--- src/rtl/refdiv_pkg.sv ---
package refdiv_pkg;
  localparam int DIV_W = 14;

  typedef struct packed {
    logic             clr;      // clear count, drop any pulse
    logic [DIV_W-1:0] lastIdx;  // count index at which the period ends
  } refdiv_ctl_t;
endpackage

--- src/rtl/refdiv_ctrl.sv ---
module refdiv_ctrl
  import refdiv_pkg::*;
#(
  parameter int BYTE_W = 8
) (
  input  logic              clk,
  input  logic              rstN,
  input  logic              cfgWrLo,
  input  logic              cfgWrHi,
  input  logic [BYTE_W-1:0] cfgData,
  input  logic              cntrRst,
  input  logic              syncReq,
  input  logic              termHit,
  output refdiv_ctl_t       ctl,
  output logic [DIV_W-1:0]  activeR
);
  localparam int HI_W = DIV_W - BYTE_W;

  logic [BYTE_W-1:0] stageLo;
  logic [HI_W-1:0]   stageHi;
  logic              clrNow;
  logic              loadNow;

  assign clrNow  = syncReq | cntrRst;
  assign loadNow = clrNow | termHit;

  always_ff @(posedge clk) begin
    if (!rstN) begin
      stageLo <= '0;
      stageHi <= '0;
    end else begin
      if (cfgWrLo) stageLo <= cfgData;
      if (cfgWrHi) stageHi <= cfgData[HI_W-1:0];
    end
  end

  always_ff @(posedge clk) begin
    if (!rstN)        activeR <= '0;
    else if (loadNow) activeR <= {stageHi, stageLo};
  end

  always_comb begin
    ctl.clr = clrNow;
    if (activeR < DIV_W'(2)) ctl.lastIdx = '0;
    else                     ctl.lastIdx = activeR - DIV_W'(1);
  end
endmodule

--- src/rtl/refdiv_datapath.sv ---
module refdiv_datapath
  import refdiv_pkg::*;
(
  input  logic             clk,
  input  logic             rstN,
  input  logic             refStrobe,
  input  refdiv_ctl_t      ctl,
  output logic             termHit,
  output logic [DIV_W-1:0] cnt,
  output logic             pfdEn
);
  assign termHit = refStrobe & ~ctl.clr & (cnt == ctl.lastIdx);

  always_ff @(posedge clk) begin
    if (!rstN) begin
      cnt   <= '0;
      pfdEn <= 1'b0;
    end else if (ctl.clr) begin
      cnt   <= '0;
      pfdEn <= 1'b0;
    end else if (refStrobe) begin
      cnt   <= termHit ? '0 : cnt + DIV_W'(1);
      pfdEn <= termHit;
    end else begin
      pfdEn <= 1'b0;
    end
  end
endmodule

--- src/rtl/ref_divider.sv ---
module ref_divider
  import refdiv_pkg::*;
#(
  parameter int BYTE_W = 8
) (
  input  logic              clk,
  input  logic              rstN,
  input  logic              refStrobe,
  input  logic              cfgWrLo,
  input  logic              cfgWrHi,
  input  logic [BYTE_W-1:0] cfgData,
  input  logic              cntrRst,
  input  logic              syncReq,
  output logic              pfdEn
);
  refdiv_ctl_t      ctl;
  logic             termHit;
  logic [DIV_W-1:0] activeR;
  logic [DIV_W-1:0] cnt;

  refdiv_ctrl #(.BYTE_W(BYTE_W)) u_ctrl (
    .clk(clk), .rstN(rstN), .cfgWrLo(cfgWrLo), .cfgWrHi(cfgWrHi),
    .cfgData(cfgData), .cntrRst(cntrRst), .syncReq(syncReq),
    .termHit(termHit), .ctl(ctl), .activeR(activeR)
  );

  refdiv_datapath u_dp (
    .clk(clk), .rstN(rstN), .refStrobe(refStrobe), .ctl(ctl),
    .termHit(termHit), .cnt(cnt), .pfdEn(pfdEn)
  );
endmodule

--- config.mk ---
export PLATFORM = sky130hd
export DESIGN_NAME = ref_divider
export DESIGN_NICKNAME = d
export VERILOG_FILES = /design/src/rtl/refdiv_pkg.sv /design/src/rtl/refdiv_ctrl.sv /design/src/rtl/refdiv_datapath.sv /design/src/rtl/ref_divider.sv
export SDC_FILE = /design/constraint.sdc
export NUM_CORES = 1
export LEC_CHECK = 0
export CORE_UTILIZATION = 40
export CTS_CLUSTER_DIAMETER = 50
export CTS_CLUSTER_SIZE = 28
export DETAILED_ROUTE_END_ITERATION = 8
export SLEW_MARGIN = 20
export SYNTH_ARGS = -nofsm -noshare
export SYNTH_HDL_FRONTEND = slang
export SYNTH_SLANG_ARGS = --single-unit
--- constraint.sdc ---
create_clock -name clk -period 8.05 [get_ports clk]
set_input_delay 1.61 -clock clk [delete_from_list [all_inputs] [get_ports clk]]
set_output_delay 1.61 -clock clk [all_outputs]
set_load 0.005 [all_outputs]
# Word level (Yosys, flattened, before mapping)
# Index checks and enable logic that the tools add are counted.
[op_classes]
n_bitwise = 7
add_sub_neg = 2
reduce_logical = 2
eq_ne = 1
n_mux = 2
magnitude_cmp = 1
[op_table]
columns = ["op", "count"]
rows = [
  ["$mux W14", 2],
  ["$add A14 B1 Y14 const B", 1],
  ["$eq A14 B14 Y1", 1],
  ["$lt A14 B2 Y1 const B", 1],
  ["$sub A14 B1 Y14 const B", 1],
  ["$not A1 Y1", 3],
  ["$reduce_or A3 Y1", 1],
  ["$and A1 B1 Y1", 2],
  ["$or A1 B1 Y1", 2],
  ["$reduce_or A2 Y1", 1],
]
[totals]
out_inout_bits = 1
regBits = 43
elab_cells = 20

# Logic depth before layout (Yosys ltp)
[depth]
word_depth = 5
ltp_mapped = 11
mapped_depth_nobuf = 10

# Cells and area by module
# Synthesis repeated with hierarchy kept, for this count alone.
[hier_totals]
hier_cells = 253
area_unflattened_um2 = 2243.4
[modules_own_cells]
columns = ["module", "instances", "cells_each", "seq_area_each_um2", "area_per_inst_um2"]
rows = [
  ["refdiv_ctrl", 1, 161, 560.5, 1405.1],
  ["refdiv_datapath", 1, 92, 300.3, 838.3],
]

# Worst setup path after synthesis
# OpenSTA, ideal clock, no wires.
[synth_timing]
kind = "input -> register"
startpoint = "input port cntrRst"
endpoint = "register u_dp.cnt[10]"
arrival_ns = 3.045
path_slack_ns = 4.888
setup_ns = 0.117
t_required_ns = 7.933
stages = 8
n_path_buf = 1
path_cell_list = "nor2_1 -> nand4_1 -> a2111oi_2 -> nand4_1 -> nor4_4 -> or2_1 -> buf_2 -> nor2_1"
[synth_via]
elab_chain_cells = 5
word_cells_on_any_way = 6
classes_between = "mux: 1; bitwise: 4; reduce/logical: 1"
[synth_rtl]
columns = ["element", "line_no", "source"]
rows = [
  ["start: declaration", "ref_divider.sv:12", "input logic cntrRst,"],
  ["$or A1 B1 Y1 *", "refdiv_ctrl.sv:24", "assign clrNow = syncReq | cntrRst;"],
  ["$not A1 Y1", "refdiv_datapath.sv:12", "assign termHit = refStrobe & ~ctl.clr & (cnt == ctl.lastIdx);"],
  ["$and A1 B1 Y1 (2 in series)", "refdiv_datapath.sv:12", ""],
  ["$mux W14", "refdiv_datapath.sv:22", "cnt <= termHit ? '0 : cnt + DIV_W'(1);"],
  ["end signal: assignment", "refdiv_datapath.sv:22", ""],
  ["end: declaration", "refdiv_datapath.sv:9", "output logic [DIV_W-1:0] cnt,"],
]
# Every way passes the cells marked *; elsewhere a longest branch is shown, timed or not.
# A chain may end at the register's enable or synchronous reset.

# Worst setup path in the final report
[layout_timing]
startpoint = "input port refStrobe"
endpoint = "register u_dp.cnt[2]"
[layout_via]
elab_chain_cells = 3
[layout_rtl]
columns = ["element", "line_no", "source"]
rows = [
  ["start: declaration", "ref_divider.sv:8", "input logic refStrobe,"],
  ["$and A1 B1 Y1 (2 in series)", "refdiv_datapath.sv:12", ""],
  ["$mux W14", "refdiv_datapath.sv:22", ""],
]
# Parallel ways exist; a longest one is shown, timed or not.

==> reports/metrics.cfg <==
[worst_setup_path]
startpoint_type = input pin
required_ps = 8220
path_buf_inv = 1
crit_type = input pin to flop
cpLargestDelayFamily = simple AND/OR/NAND/NOR gates
r2r_start = u_ctrl.activeR[0]$_SDFFE_PN0P_
critPathMostFrequentCell = nand4_1
r2r-end = u_dp.cnt[2]$_SDFFE_PP0P_
crit_path_cell_trace = clkdlybuf4s50_1 > nand4_1 > a2111oi_2 > nand4_1 > nor4_4 > or2_1 > nor2_1
slowest_stage = clkdlybuf4s50_1
cp-end-kind = flop
r2r_slack_ps = 5000
reg2reg_depth = 10
critPathMaxFanout = 13
cp.depth = 7
cp_data_arrival_time_ps = 3750
max_stage_delay_ps = 590

[logic_synthesis]
synth.ff_latch_count = 43
ys.flop_type = dfxtp_1
synth_nets = 288
synth_top_cell_area_share = 0.364
async_flop_share = 0
yosysSeqAreaShare = 0.364
synth_area_leader_cell = dfxtp_1
synth_edf_count = 0
synth_most_common_cell = dfxtp_1
synth_cells = 271
avgSynthCellArea_sq_um = 8.74
synthTopCellsByArea = dfxtp_1 36%, mux2i_1 14%, nand2_1 6.5%, xor2_1 5.9%, nor2_1 4.4%
yosys-top-cells-count = 43 x dfxtp_1, 41 x nand2_1, 32 x mux2i_1
yosys_warnings = 0
syn_area_sq_mm = 0.00237
synth_cell_types = 42

[finish]
syn_to_final_growth_pct = 12.7
fin_area_sq_mm = 0.00267
diodes = 0
n_fill_cell = 572
layout-drive-gt1-share = 0.0641
nets = 298
final_cells = 353
utilization = 0.476

[grt]
track_usage = 0.170
grt_max_degree = 45
antenna_found_initial = 0
grt_pass1_vias = 1745
overflow = 0
grt_pass1_wl_microns = 8310

[die]
start_util = 0.422
core_area_sq_mm = 0.00561
rows = 27
die_h_microns = 78.9
ios = 16
die-area_sq_mm = 0.00623
die_w_microns = 78.9

[power]
p_comb_frac = 0.170
seqPwrFrac = 0.482
switchingPower_uw = 125
p_int_uw = 348
swShare = 0.265
power.leakage_nw = 1.01
pwr-share-clk = 0.348
ir_worst_vdd_mv = 0.0987
p_per_area_mw_per_mm2 = 178

[sta]
hold_violations = 0
slew_violations = 0
fmax_mhz = 279
tns_ps = 0
slew_headroom = 0.667
skew_ps = 4.10
period_needed_ps = 3580
worstMarginPinSlew_ps = 495
setup-violations-final = 0
rsz0062_at_grt = no
timing.hold.ws_ps = 465
finalCritPeriodShare = 0.445

[drt]
via_per_inst = 5.18
routed_wl_microns = 4670
first_pass_iters = 4
routed-via-count = 1829
avgRoutedWirePerCell_microns = 13.2
drc = 0
first_iter_violations = 127
ant_nets = 0

[cts]
cts-root-buf = clkbuf_8
htree_levels = 2
ctsHoldBuffers = 0
insertion_delay_ps = 290
cts_buffers = 5
path_clk_slew_ps = 80
clock_sinks = 43
cts-resized-gates = 0
cts_tree = done
cts_max_path_buffers = 2
cts_setup_buffers = 0

[placed_design]
placed_area_sq_mm = 0.00256
placedCellCount = 346
gp_congestion = 0.856
dpl.hpwl_microns = 3410
numPortBuffers = 15

[worst_hold_path]
worstHoldStart = u_ctrl.stageLo[3]$_SDFFE_PN0P_
hold_depth = 2
worstHoldPathType = flop to flop
whs_endpoint = u_ctrl.activeR[3]$_SDFFE_PN0P_

[status]
status = completed

[job]
cap_violations = 0

cells by family after synthesis:
group                    Yosys count  share of synthesized area
XOR/XNOR                          24                     0.0888
flip-flops                        43                      0.364
AND/OR/NAND/NOR                  124                      0.280
buffers and inverters             18                     0.0322
adder cells (fa/ha/maj)            2                     0.0106
AO/OA/AOI/OAI                     27                     0.0846
multiplexers                      33                      0.140
power groups by stage:
stage / combinational, mW / sequential [mW] / clock [mW]
3_5_place_dp: 0.0801 / 0.233 / 0
2_1_floorplan: 0.0616 / 0.231 / 0
3_3_place_gp: 0.0803 / 0.233 / 0
4_1_cts: 0.0805 / 0.228 / 0.171
5_1_grt: 0.0899 / 0.230 / 0.178
6_report: 0.0806 / 0.228 / 0.165
layout make-up:
type,instances,area (sq um),area share
sequential,43,861,0.323
multi-input combinational,210,1430,0.536
clock buffer,5,68.8,0.0258
inverter,4,15.0,0.00563
clock inverter,2,37.5,0.0141
timing repair buffer,17,165,0.0619
tap,72,90.1,0.0338
worst min-delay path: stages, from the launching register on:
cell,delay [ps]
dfxtp_1,320
nand2_1,50
mux2i_1,50
flip-flops by register name, indices dropped and copies added (netlist names):
register / count
u_ctrl.activeR: 14
u_dp.cnt: 14
u_ctrl.stageHi: 6
u_dp.pfdEn: 1
u_ctrl.stageLo: 8
cell usage in the layout (no fill, tap or decap), drive strengths merged, types with 2 or more instances in the layout:
cell type	synthesis	routed
a2111oi	2	2
nor2	28	28
nor3	5	5
xor2	16	16
nor4	4	4
clkbuf	12	5
and2	2	2
inv	4	4
xnor2	8	8
dfxtp	43	43
o22ai	3	3
nand2b	2	2
nand3	8	8
a21boi	2	2
nor2b	16	16
ha	2	2
nand4	6	6
nand2	41	41
buf	2	2
o21ai	2	2
a21oi	6	6
o31ai	2	2
mux2i	32	32
and3	7	7
clkdlybuf4s50	0	15
stage by stage:
stage / setup WS, ps / power, mW
floorplan: 4890 / 0.292
global placement: 4220 / 0.313
detailed placement: 4110 / 0.313
CTS: 4430 / 0.480
global route: 4190 / 0.498
finish: 4470 / 0.474
per-layer routing:
metal / routed length (microns) / share of wire / vias up / global-route usage
met5: 0 / 0 / - / 0
met3: 158 / 0.034 / 9 / 0.0253
met1: 2360 / 0.51 / 848 / 0.231
met2: 2030 / 0.44 / 30 / 0.265
met4: 116 / 0.025 / 0 / 0.0764
li1: - / - / 942 / -
worst max-delay path by stage:
stage	start	end	slack, ps
after floorplan	cntrRst	u_dp.cnt[10]$_SDFFE_PP0P_	4890
after global placement	refStrobe	u_dp.cnt[5]$_SDFFE_PP0P_	4220
after detailed placement	refStrobe	u_dp.cnt[2]$_SDFFE_PP0P_	4110
after CTS	refStrobe	u_dp.cnt[2]$_SDFFE_PP0P_	4430
after global routing	refStrobe	u_dp.cnt[9]$_SDFFE_PP0P_	4190
final	refStrobe	u_dp.cnt[2]$_SDFFE_PP0P_	4470
(Power assumes the default switching activity.)
